===== src/rtl/pix_unpacker_pkg.sv =====
package pix_unpacker_pkg;

  localparam int WORD_W = 32;
  localparam int SLOT_W = $clog2(WORD_W);

  typedef struct packed {
    logic              loadWord;
    logic              stepPix;
    logic [SLOT_W-1:0] slot;
  } strobe_t;

  function automatic logic [2:0] depthLog(input logic [2:0] code);
    return (code > 3'd5) ? 3'd5 : code;
  endfunction

endpackage


===== src/rtl/pix_unpacker_ctrl.sv =====
module pix_unpacker_ctrl
  import pix_unpacker_pkg::*;
#(
  parameter int COL_W = 12
) (
  input  logic             clk,
  input  logic             rstN,
  input  logic             enabled,
  input  logic [2:0]       depthCode,
  input  logic [COL_W-1:0] columns,
  input  logic             wordValid,
  output logic             wordReady,
  output logic             pixEol,
  output strobe_t          strobe
);

  logic              busy;
  logic [SLOT_W-1:0] slot;
  logic [COL_W-1:0]  colCount;
  logic [SLOT_W:0]   pixPerWord;
  logic              lastSlot;
  logic              stepPix;
  logic              loadWord;

  always_comb begin
    pixPerWord = (SLOT_W+1)'(WORD_W) >> depthLog(depthCode);
    lastSlot   = ({1'b0, slot} >= pixPerWord - 1'b1);
    stepPix    = enabled && busy;
    wordReady  = enabled && (!busy || lastSlot);
    loadWord   = wordValid && wordReady;
    pixEol     = stepPix && ((COL_W+1)'(colCount) + 1'b1 >= (COL_W+1)'(columns));
  end

  always_ff @(posedge clk) begin
    if (!rstN) begin
      busy <= 1'b0;
      slot <= '0;
    end else if (loadWord) begin
      busy <= 1'b1;
      slot <= '0;
    end else if (stepPix && lastSlot) begin
      busy <= 1'b0;
      slot <= '0;
    end else if (stepPix) begin
      slot <= slot + 1'b1;
    end
  end

  always_ff @(posedge clk) begin
    if (!rstN) begin
      colCount <= '0;
    end else if (stepPix) begin
      colCount <= pixEol ? '0 : colCount + 1'b1;
    end
  end

  assign strobe.loadWord = loadWord;
  assign strobe.stepPix  = stepPix;
  assign strobe.slot     = slot;

endmodule


===== src/rtl/pix_unpacker_dp.sv =====
module pix_unpacker_dp
  import pix_unpacker_pkg::*;
#(
  parameter int COL_W = 12
) (
  input  logic               clk,
  input  logic               rstN,
  input  strobe_t            strobe,
  input  logic [2:0]         depthCode,
  input  logic               byteRevOrder,
  input  logic               pixRevOrder,
  input  logic               swapRedBlue,
  input  logic [COL_W-1:0]   columns,
  input  logic [WORD_W-1:0]  wordData,
  output logic [WORD_W-1:0]  pixData,
  output logic               pixIsIndex,
  output logic [COL_W+1:0]   lineBytes
);

  localparam int LB_W = COL_W + 5;

  logic [WORD_W-1:0] wordQ;
  logic [WORD_W-1:0] wordSel;
  logic [2:0]        depLog;
  logic [5:0]        bpp;
  logic [5:0]        pos;
  logic [5:0]        offset;
  logic              reverse;
  logic [WORD_W:0]   maskWide;
  logic [WORD_W-1:0] raw;
  logic [LB_W-1:0]   lbWide;

  always_ff @(posedge clk) begin
    if (!rstN)               wordQ <= '0;
    else if (strobe.loadWord) wordQ <= wordData;
  end

  always_comb begin
    depLog  = depthLog(depthCode);
    bpp     = 6'd1 << depLog;
    reverse = byteRevOrder || pixRevOrder;
    pos     = 6'(strobe.slot) << depLog;
    for (int b = 0; b < WORD_W / 8; b++) begin
      wordSel[8*b +: 8] = byteRevOrder ? wordQ[8*(WORD_W/8-1-b) +: 8] : wordQ[8*b +: 8];
    end
    if (reverse && depLog < 3'd3)
      offset = {pos[5:3], 3'b000} + (6'd8 - bpp - {3'b000, pos[2:0]});
    else
      offset = pos;
    maskWide = ((WORD_W+1)'(1) << bpp) - 1'b1;
    raw      = (wordSel >> offset) & maskWide[WORD_W-1:0];
    pixIsIndex = (depLog <= 3'd3);
    if (swapRedBlue && depLog == 3'd4)
      pixData = {raw[31:16], raw[4:0], raw[10:5], raw[15:11]};
    else if (swapRedBlue && depLog == 3'd5)
      pixData = {raw[31:24], raw[7:0], raw[15:8], raw[23:16]};
    else
      pixData = raw;
    lbWide    = (LB_W'(columns) << depLog) >> 3;
    lineBytes = lbWide[COL_W+1:0];
  end

endmodule


===== src/rtl/pix_unpacker.sv =====
module pix_unpacker
  import pix_unpacker_pkg::*;
#(
  parameter int COL_W = 12
) (
  input  logic             clk,
  input  logic             rstN,
  input  logic             dispEnable,
  input  logic             dispPower,
  input  logic [2:0]       depthCode,
  input  logic             byteRevOrder,
  input  logic             pixRevOrder,
  input  logic             swapRedBlue,
  input  logic [COL_W-1:0] columns,
  output logic [COL_W+1:0] lineBytes,
  input  logic             wordValid,
  input  logic [31:0]      wordData,
  output logic             wordReady,
  output logic             pixValid,
  output logic [31:0]      pixData,
  output logic             pixIsIndex,
  output logic             pixEol
);

  strobe_t strobe;
  logic    enabled;

  assign enabled  = dispEnable && dispPower;
  assign pixValid = strobe.stepPix;

  pix_unpacker_ctrl #(.COL_W(COL_W)) i_ctrl (
    .clk       (clk),
    .rstN      (rstN),
    .enabled   (enabled),
    .depthCode (depthCode),
    .columns   (columns),
    .wordValid (wordValid),
    .wordReady (wordReady),
    .pixEol    (pixEol),
    .strobe    (strobe)
  );

  pix_unpacker_dp #(.COL_W(COL_W)) i_dp (
    .clk          (clk),
    .rstN         (rstN),
    .strobe       (strobe),
    .depthCode    (depthCode),
    .byteRevOrder (byteRevOrder),
    .pixRevOrder  (pixRevOrder),
    .swapRedBlue  (swapRedBlue),
    .columns      (columns),
    .wordData     (wordData),
    .pixData      (pixData),
    .pixIsIndex   (pixIsIndex),
    .lineBytes    (lineBytes)
  );

endmodule


===== config.mk =====
export PLATFORM = sky130hd
export DESIGN_NAME = pix_unpacker
export DESIGN_NICKNAME = d
export VERILOG_FILES = /design/src/rtl/pix_unpacker_pkg.sv /design/src/rtl/pix_unpacker_ctrl.sv /design/src/rtl/pix_unpacker_dp.sv /design/src/rtl/pix_unpacker.sv
export SDC_FILE = /design/constraint.sdc
export NUM_CORES = 1
export LEC_CHECK = 0
export BUFFER_PORTS_ARGS = -buffer_cell sky130_fd_sc_hd__buf_2
export CORE_MARGIN = 2
export CORE_UTILIZATION = 34
export CTS_BUF_LIST = sky130_fd_sc_hd__clkbuf_8
export CTS_CLUSTER_SIZE = 30
export DETAILED_ROUTE_END_ITERATION = 6
export GPL_TIMING_DRIVEN = 1
export HOLD_SLACK_MARGIN = 0.05
export PLACE_DENSITY = 0.6
export SKIP_LAST_GASP = 1
export SLEW_MARGIN = 15
export SYNTH_ARGS = -nofsm -noshare
export SYNTH_HDL_FRONTEND = slang
export SYNTH_SLANG_ARGS = --single-unit

===== constraint.sdc =====
create_clock -name clk -period 7.7 [get_ports clk]
set_clock_uncertainty 0.1 [all_clocks]
set_input_delay 1.54 -clock clk [delete_from_list [all_inputs] [get_ports clk]]
set_output_delay 1.54 -clock clk [all_outputs]
set_load 0.01 [all_outputs]

==> flow_summary_export.csv, run 1 <==
group,metric,value,unit
global_route,antenna_found_initial,1,
detailed_routing,vias_per_cell,5.50,
run_status,outcome,"finished, final reports clean",
die,io-pin-count,105,
cts,clk_pin_slew,0.09,ns
power_and_ir_drop,power.leakage,2.85,nW
critical_path,critPathRequiredTime,6.06,ns
timing,setup_tns,0,ns
timing,drv_slew,0,
finish,fillers,1894,
power_and_ir_drop,vdd_ir_drop_max,0.0960,mV
global_route,grt_pass1_vias,5498,
hold_path,worstHoldStart,"i_dp.wordQ[0]$_SDFFE_PN0P_",
critical_path,reg2reg_from,"i_ctrl.slot[0]$_SDFFE_PP0P_",
critical_path,r2r_slack,4.40,ns
timing,tightest_slew,1.06,ns
global_route,grt.total_usage,18.5,%
die,die_height,138,um
critical_path,path_class,"primary input to output pin",
yosys,syn_area_per_cell,7.80,sq um
timing,finalHoldViolCount,0,
cts,cts_buffers,5,
timing,relSlewSlack,29.2,%
placed_design,place_inst,1079,
power_and_ir_drop,seq_power_share,37.5,%
yosys,syn_nets,871,
global_route,grt_max_degree,45,
finish,final_common_cell,"nand2_1",
finish,final_util,38.5,%
yosys,synth_top_area_cell,"dfxtp_1",
detailed_routing,drtIter0Drc,537,
yosys,ys_ff_latch,50,
yosys,seq_area_frac_synth,16.3,%
timing,fmax,139,MHz
detailed_routing,drc,0,
cts,holdBufCountCts,0,
critical_path,critPathLaunchType,"primary input",
timing,setup_viol,0,
cts,clockRootBuffer,"clkbuf_8",
critical_path,rr_worst_depth,11,
global_route,grt_overflow_total,0,
yosys,syn-cell-area,6140,sq um
placed_design,place_congestion,0.924,
cts,cts_resized,0,
power_and_ir_drop,p_sw,280,uW
yosys,async_flop_share,0,%
cts,cts_tree,"yes",
critical_path,cp_max_fo,21,
placed_design,port_buffers,104,
placed_design,post_dp_cell_area,6770,sq um
die,initial_utilization,34.4,%
finish,layout_common_cells,"nand2_1 (135), buf_2 (104), nor2_1 (81)",
yosys,ys.flop_type,"dfxtp_1",
hold_path,hold_path.class,"register to register",
yosys,postSynthCellCount,787,
detailed_routing,drt-total-wl,18000,um
power_and_ir_drop,switching_share,38.5,%
detailed_routing,vias,5983,
die,die_area,19100,sq um
yosys,synth_area_leaders,"dfxtp_1 (16%), mux4_2 (12%), mux2i_1 (9.0%), nand2_1 (8.3%), ha_1 (5.5%)",
detailed_routing,ant_nets,0,
yosys,synth_top_area_share,16.3,%
finish,antenna_cells,0,
global_route,grt_pass1_wl,29700,um
critical_path,critical_path_arrival,5.55,ns
yosys,yosys_warnings,0,
finish,area_growth,11.9,%
finish,nNetsFinal,941,
timing,period_minus_slack,7.19,ns
timing,min_period_over_period,93.4,%
power_and_ir_drop,p_comb_share,39.6,%
die,dieWidth,138,um
critical_path,endpoint_kind,"output pin",
die,core,17800,sq um
die,row_count,49,
yosys,ys_types,72,
cts,clkSinkCount,50,
placed_design,dp_hpwl,14200,um
hold_path,whs_endpoint,"i_dp.wordQ[0]$_SDFFE_PN0P_",
power_and_ir_drop,intPower,448,uW
power_and_ir_drop,p_per_area,106,nW/um^2
run,drv_cap,0,
cts,clockBufferDepth,2,
detailed_routing,drt_pass1_iterations,5,
finish,drive_gt1_share,21.8,%
cts,clkLatencyLatePin,0.32,ns
critical_path,reg2reg_to,"i_dp.wordQ[1]$_SDFFE_PN0P_",
cts,htreeDepth,2,
cts,cts_setup_buffers,0,
detailed_routing,avgRoutedWirePerCell,16.6,um
timing,rsz0062_at_grt,"no",
finish,fin_area,6870,sq um
finish,instances_no_fill,1087,
power_and_ir_drop,clockPowerShare,22.9,%
yosys,synth_edf_count,0,
hold_path,hold_depth,2,
-- cell type report --
type | instances | area, sq um | area share (%)
clock buffers | 5 | 68.8 | 1.00
clock inverters | 3 | 28.8 | 0.419
inverters | 26 | 97.6 | 1.42
multi-input cells | 654 | 4740 | 69.1
flip-flops and latches | 50 | 1000 | 14.6
well taps | 229 | 287 | 4.17
repair buffers | 120 | 641 | 9.33
-- critical path, cell delays in order --
cell and delay [ns]:
buf_2 0.17, buf_4 0.22, nand3b_1 0.16, o21ai_0 0.16, nand2_1 0.11, ha_1 0.31, ha_1 0.29, ha_1 0.21
inv_1 0.07, fa_1 0.40, nor3_1 0.28, or2_2 0.45, nor2_1 0.19, a32oi_1 0.25, o211ai_1 0.13, nor4_1 0.30
o21a_1 0.17, buf_2 0.12
-- power groups by stage --
stage	clock, mW	sequential, mW	combinational, mW
6_report	0.167	0.274	0.289
5_1_grt	0.184	0.275	0.318
4_1_cts	0.175	0.273	0.286
3_5_place_dp	0	0.279	0.285
3_3_place_gp	0	0.279	0.284
2_1_floorplan	0	0.276	0.207
-- synth_stat cells, drive strengths merged (16+ instances only) --
master,count
nor2,84
mux4,34
inv,26
buf,28
nand3,31
a21boi,33
mux2,16
dfxtp,50
nand2,135
nor3,16
clkbuf,29
o21ai,31
mux2i,56
xnor2,19
ha,27
a21oi,43
-- registers in the layout, summed over array words and instances, names as in the netlist --
| register | cells |
|---|---|
| i_ctrl.colCount | 12 |
| i_ctrl.slot | 5 |
| i_ctrl.busy | 1 |
| i_dp.wordQ | 32 |
-- how the worst max path moves through the flow --
stage                 startpoint  cells after the start          end  slack [ns]
floorplan           depthCode[1]                     17   pixData[6]        0.80
global placement    depthCode[0]                     18   pixData[1]        0.66
detailed placement  depthCode[0]                     18  pixData[18]        0.60
CTS                 depthCode[0]                     18   pixData[2]        0.58
global route        depthCode[0]                     17  pixData[18]        0.22
finish              depthCode[0]                     18   pixData[2]        0.51
-- stage by stage --
| step | power (mW) | worst slack, ns | hold slack [ns] |
|---|---|---|---|
| finish | 0.729 | 0.511 | 0.406 |
| floorplan | 0.482 | 0.799 | 0.353 |
| detailed placement | 0.565 | 0.603 | 0.394 |
| global route | 0.777 | 0.219 | 0.437 |
| global placement | 0.563 | 0.660 | 0.386 |
| CTS | 0.735 | 0.582 | 0.408 |
-- logic make-up after synthesis --
| group | count (synthesis) | share of synthesized area (%) |
|---|---|---|
| buf+inv | 83 | 6.56 |
| flops | 50 | 16.3 |
| simple gates | 313 | 22.8 |
| compound gates | 177 | 19.3 |
| xor+xnor | 28 | 4.00 |
| mux | 106 | 24.8 |
| other cells | 1 | 0.0611 |
| fa+ha+maj | 29 | 6.16 |
-- metal layers --
metal	vias up	track usage (%)	wire length [um]	part of all wire, %
li1	2975	-	-	-
met1	2761	28.2	9000	50
met2	219	27.0	7620	42
met3	26	2.74	1070	6.0
met4	2	5.21	284	1.6
met5	-	0	13	0.072
No activity file was read; power rests on OpenSTA's default activity.
==> inputs of run 2 (changes only) <==
- CTS_BUF_LIST: sky130_fd_sc_hd__clkbuf_8 -> not set
- PLACE_DENSITY: 0.6 -> 0.62
- clock period: 7.7 -> 6.05 ns (I/O delays scaled with it)
==> run 2 against run 1 <==
Effect of this change:
- register-to-register slack lost 1.6 ns
- routed wire length grew 1.9%
- non-clock buffer count grew 35
- sequential power grew 27%
- critical path depth is the same
- worst hold slack lost 0.0071 ns
- combinational power grew 47%
- setup slack lost 0.40 ns
- design area grew 8.1%
- highest routed layer is now met4
==> flow_summary_export.csv, run 2 (synthesis results as in run 1) <==
group,metric,value,unit
run_status,outcome,"finished, final reports clean",
global_route,top_usage_layer,"met2",
die,core,17800,sq um
global_route,grt_use_met1,28.0,%
die,die_area,19100,sq um
timing,hold_ws,0.399,ns
global_route,use_met3,2.87,%
detailed_routing,vias_per_cell,5.47,
power_and_ir_drop,p_per_area,143,nW/um^2
finish,top_regs,"i_dp.wordQ: 32 flops, i_ctrl.colCount: 12 flops, i_ctrl.slot: 5 flops",
power_and_ir_drop,vdd_ir_drop_max,0.107,mV
detailed_routing,avgRoutedWirePerCell,16.3,um
critical_path,critical_path_arrival,4.63,ns
detailed_routing,vias,6146,
timing,finalHoldViolCount,0,
finish,final_common_cell,"nand2_1",
power_and_ir_drop,finalPower,1.06,mW
timing,min_period_over_period,98.1,%
placed_design,place_congestion,0.933,
timing,setup_viol,0,
timing,period_minus_slack,5.94,ns
timing,drv_slew,0,
cts,clockRootBuffer,"clkbuf_16",
run,drv_cap,0,
global_route,antenna_found_initial,1,
power_and_ir_drop,clockPowerShare,27.4,%
die,initial_utilization,34.4,%
global_route,use_met2,28.0,%
finish,layout_common_cells,"nand2_1 (134), buf_2 (103), nor2_1 (80)",
finish,nNetsFinal,976,
cts,clkSinkCount,50,
critical_path,path_class,"primary input to output pin",
global_route,grt_max_degree,45,
placed_design,port_buffers,104,
cts,cts_tree,"yes",
global_route,grt_overflow_total,0,
timing,relSlewSlack,24.8,%
power_and_ir_drop,seq_power_share,32.7,%
detailed_routing,drtIter0Drc,491,
detailed_routing,drc,0,
power_and_ir_drop,switching_share,36.0,%
finish,area_growth,21.0,%
critical_path,endpoint_kind,"output pin",
detailed_routing,drt_pass1_iterations,5,
finish,largest_register_ff_count,32,
detailed_routing,ant_nets,0,
die,die_height,138,um
critical_path,critPathLaunchType,"primary input",
global_route,grt.total_usage,18.6,%
timing,fmax,168,MHz
cts,clockBufferDepth,2,
detailed_routing,drt-total-wl,18300,um
power_and_ir_drop,p_sw,383,uW
cts,htreeDepth,2,
placed_design,dp_hpwl,14400,um
global_route,grt_pass1_wl,29900,um
die,dieWidth,138,um
hold_path,hold_path.class,"register to register",
cts,clkLatencyLatePin,0.29,ns
critical_path,critPathRequiredTime,4.74,ns
power_and_ir_drop,p_comb_share,40.0,%
cts,clk_pin_slew,0.07,ns
finish,regMostFlops,"i_dp.wordQ",
global_route,grt_pass1_vias,5698,
die,row_count,49,
timing,tightest_slew,1.12,ns
die,io-pin-count,105,
power_and_ir_drop,intPower,681,uW
critical_path,cp_max_fo,7,
cts,holdBufCountCts,0,
finish,drive_gt1_share,27.5,%
cts,cts_buffers,5,
power_and_ir_drop,power.leakage,3.11,nW
## run 2: area by class of cell
type                       count  area (sq um)
antenna                        1          2.50
multi-input combinational    654          4920
inverter                      26          97.6
fill                        1817         10400
clock buffer                   5           125
sequential                    50          1000
timing repair buffer         155           967
clock inverter                 3          28.8
tap                          229           287
## run 2: power by group through the flow
stage | clock, mW | combinational (mW) | sequential, mW
floorplan | 0 | 0.264 | 0.351
global placement | 0 | 0.390 | 0.355
detailed placement | 0 | 0.392 | 0.355
CTS | 0.297 | 0.397 | 0.347
global route | 0.312 | 0.464 | 0.349
finish | 0.291 | 0.426 | 0.348
## run 2: per-layer routing
| metal | vias to the layer above | wire, um |
|---|---|---|
| li1 | 3047 | - |
| met1 | 2898 | 9070 |
| met2 | 186 | 8040 |
| met3 | 15 | 1030 |
| met4 | 0 | 198 |
| met5 | - | 0 |
## run 2: what timing repair did
action	CTS	global route
buffers inserted	0	3
gates resized for setup	8	30
endpoints found under the setup margin	18	21
pin swaps	5	12
## run 2: through the flow
step           util (%)  instances  TNS, ns  setup WS [ns]  area (sq um)
2_1_floorplan         -        787        0         0.0201          6140
3_3_place_gp       39.6       1111   -0.656         -0.123          7060
3_5_place_dp       39.6       1111    -1.76         -0.200          7060
4_1_cts            40.6       1119        0        0.00161          7240
5_1_grt            41.6       1123   -0.245        -0.0834          7430
6_report           41.6       1123        0          0.114          7430
## run 2: final timing paths
path	depth (start not counted)	endpoint	slack [ns]	from
min	1	i_ctrl.colCount[1]$_SDFFE_PN0P_	0.40	i_ctrl.colCount[1]$_SDFFE_PN0P_
min reg2reg	1	i_ctrl.colCount[1]$_SDFFE_PN0P_	0.40	i_ctrl.colCount[1]$_SDFFE_PN0P_
max reg2reg	11	i_dp.wordQ[28]$_SDFFE_PN0P_	2.77	i_ctrl.slot[0]$_SDFFE_PP0P_
max	18	pixData[2]	0.11	depthCode[0]
## run 2: critical path, cell delays in order
cell and delay [ns]:
buf_6 0.11, buf_4 0.13, nand3b_1 0.16, o21ai_2 0.10
nand2_2 0.09, ha_4 0.17, fa_1 0.55, inv_1 0.06
fa_2 0.35, xnor2_2 0.16, a22o_4 0.31, buf_4 0.15
nor2_2 0.16, a32oi_1 0.17, o211ai_1 0.32, nor4_2 0.09
o21a_1 0.19, buf_2 0.13
==> inputs of run 3 (changes only) <==
- SYNTH_HIERARCHICAL: not set -> 1
==> run 3 against run 2 <==
Effect of this change:
- the run now ends with DRC left
- critical path depth shrank 3
- setup slack lost 0.042 ns
- first-iteration DRC count shrank 2.2%
- final cell count grew 5.2%
- worst hold slack lost 0.0095 ns
- sequential share of layout area shrank 1.5 points
- synthesized cell count shrank 0.89%
- combinational power grew 7.5%
- synthesized area grew 5.8%
- critical path type unchanged
- largest cell class unchanged
- highest routed layer unchanged
==> flow_summary_export.csv, run 3 <==
group,metric,value,unit
detailed_routing,routed.top_layer,"met4",
timing,fin_ws,0.0725,ns
yosys,synth_top_area_cell,"mux2i_1",
detailed_routing,drt_pass1_iterations,7,
power_and_ir_drop,power.leakage,3.57,nW
critical_path,critPathLaunchType,"primary input",
finish,multiInputGateArea,5360,sq um
global_route,grt_pass1_vias,6202,
placed_design,dp_hpwl,16800,um
yosys,synth_mux_area_share,25.8,%
yosys,synthXorXnorAreaFrac,3.45,%
critical_path,path_class,"primary input to output pin",
placed_design,place_congestion,0.952,
finish,fin_area,8320,sq um
critical_path,r2r_slack,3.07,ns
detailed_routing,drt-total-wl,20900,um
yosys,postSynthCellCount,780,
critical_path,critPathRequiredTime,4.74,ns
detailed_routing,vias,6648,
yosys,synth.most_common_cell,"mux2i_1",
global_route,grt_pass1_wl,33200,um
finish,area_growth,28.1,%
finish,fillers,1868,
cts,holdBufCountCts,0,
timing,hold_ws,0.389,ns
yosys,synth_area_leaders,"mux2i_1 (18%), dfxtp_1 (15%), ha_1 (6.0%), nand2_1 (3.9%), a21oi_1 (3.6%)",
critical_path,endpoint_kind,"output pin",
die,dieWidth,142,um
timing,period_minus_slack,5.98,ns
finish,instances_no_fill,1181,
timing,finalHoldViolCount,0,
yosys,synth_top_family_by_area,"multiplexers",
critical_path,critical_path_arrival,4.67,ns
finish,top_regs,"i_dp/wordQ: 32 flops, i_ctrl/colCount: 12 flops, i_ctrl/slot: 5 flops",
timing,setup_viol,0,
critical_path,cp_max_fo,6,
die,die_area,20200,sq um
detailed_routing,avgRoutedWirePerCell,17.7,um
die,core,18700,sq um
yosys,syn-cell-area,6500,sq um
detailed_routing,dr_wl_met3,1480,um
yosys,syn_area_per_cell,8.33,sq um
finish,final_common_cell,"mux2i_1",
global_route,antenna_found_initial,1,
timing,min_period_over_period,98.8,%
global_route,grt_max_degree,45,
placed_design,place_inst,1166,
finish,regArea,1000,sq um
timing,fmax,167,MHz
global_route,grt.total_usage,20.4,%
cts,clkLatencyLatePin,0.29,ns
finish,largest_register_ff_count,32,
die,row_count,50,
power_and_ir_drop,finalPower,1.10,mW
yosys,async_flop_share,0,%
detailed_routing,ant_nets,0,
timing,drv_slew,0,
cts,clockRootBuffer,"clkbuf_16",
die,io-pin-count,105,
cts,clockBufferDepth,2,
timing,relSlewSlack,47.1,%
cts,htreeDepth,2,
yosys,syn_nets,867,
placed_design,pre_cts_slack,-0.0892,ns
finish,regMostFlops,"i_dp/wordQ",
cts,clk_pin_slew,0.07,ns
finish,layout_common_cells,"mux2i_1 (105), buf_4 (102), buf_2 (102)",
detailed_routing,wl_met1,10100,um
detailed_routing,drc,2,
yosys,seq_area_frac_synth,15.4,%
power_and_ir_drop,vdd_ir_drop_max,0.0936,mV
cts,cts_buffers,5,
yosys,synth_edf_count,0,
die,initial_utilization,34.7,%
finish,drive_gt1_share,35.2,%
yosys,ys.flop_type,"dfxtp_1",
yosys,ys_ff_latch,50,
yosys,yosys.area_share.simple,22.5,%
yosys,synth_fa_ha_area_share,6.28,%
power_and_ir_drop,p_per_area,132,nW/um^2
global_route,grt_overflow_total,0,
run_status,violations,"DRC",
yosys,ys_types,92,
placed_design,post_dp_cell_area,7870,sq um
yosys,synth_compound_area_share,20.9,%
die,die_height,142,um
yosys,synth_commonest_cells,"mux2i_1 (115), nand2_1 (68), dfxtp_1 (50), a21oi_1 (47), nor2_1 (47)",
timing,rsz0062_at_grt,"yes",
hold_path,hold_path.class,"register to register",
run,drv_cap,0,
timing,tightest_slew,0.791,ns
placed_design,port_buffers,104,
yosys,synth_top_area_share,17.7,%
finish,nNetsFinal,1032,
cts,clkSinkCount,50,
detailed_routing,wl_met2,8800,um
yosys,yosys_warnings,6,
cts,cts_tree,"yes",
detailed_routing,vias_per_cell,5.63,
run_status,outcome,"complete, but fails checks",
detailed_routing,drtIter0Drc,480,
==> run 3: cells by family (layout without fill, tap and decap cells) <==
family | count (synthesis) | after routing
simple gates | 267 | 267
compound gates | 187 | 187
mux | 144 | 144
buf+inv | 76 | 242
flops | 50 | 50
fa+ha+maj | 32 | 32
xor+xnor | 23 | 23
other cells | 1 | 2
==> run 3: critical path, cell delays in order <==
cell	delay, ns
buf_2	0.13
or3b_2	0.49
ha_2	0.20
xor2_1	0.16
ha_1	0.34
ha_1	0.31
a21o_1	0.18
a21oi_2	0.18
mux2i_2	0.27
xnor2_2	0.16
a21oi_1	0.20
or4b_1	0.44
o31ai_1	0.08
o31a_1	0.18
buf_2	0.13
==> run 3: layout make-up <==
type | instances | area share [%]
Tap cell | 234 | 3.52
Sequential cell | 50 | 12.0
Clock inverter | 3 | 0.316
Multi-Input combinational cell | 654 | 64.4
Timing Repair Buffer | 213 | 17.3
Inverter | 21 | 0.947
Antenna cell | 1 | 0.0301
Clock buffer | 5 | 1.50
==> run 3: repair_timing <==
action	CTS	global route
setup endpoints to repair	10	26
pin swaps	1	13
gates cloned	0	1
setup buffers	0	5
resized for setup	7	54
==> run 3: routing by layer <==
layer  global-route usage [%]  up-vias
li1                         -     3234
met5                        0        -
met3                     3.47       26
met1                     30.5     3137
met2                     29.3      251
met4                     6.63        0
==> run 3: through the flow <==
| stage | setup TNS [ns] | utilization (%) |
|---|---|---|
| 2_1_floorplan | 0 | - |
| 3_3_place_gp | -0.105 | 42.0 |
| 3_5_place_dp | -0.397 | 42.0 |
| 4_1_cts | 0 | 43.0 |
| 5_1_grt | -0.0363 | 44.5 |
| 6_report | 0 | 44.5 |
==> run 3: path summary, 6_finish.rpt <==
check                                                     start                               to  depth (start not counted)
worst min register to register  i_ctrl/colCount[1]$_SDFFE_PN0P_  i_ctrl/colCount[1]$_SDFFE_PN0P_                          2
worst max-delay path                               depthCode[2]                       pixData[4]                         15
worst max register to register      i_ctrl/slot[0]$_SDFFE_PP0P_      i_dp/wordQ[13]$_SDFFE_PN0P_                         10
worst min-delay path            i_ctrl/colCount[1]$_SDFFE_PN0P_  i_ctrl/colCount[1]$_SDFFE_PN0P_                          2
==> run 3: power by group <==
part	leakage, nW	switching, mW	internal (mW)
Sequential	0.405	0.00990	0.337
Clock	0.0748	0.136	0.157
Combinational	3.09	0.252	0.206
Total	3.57	0.398	0.700
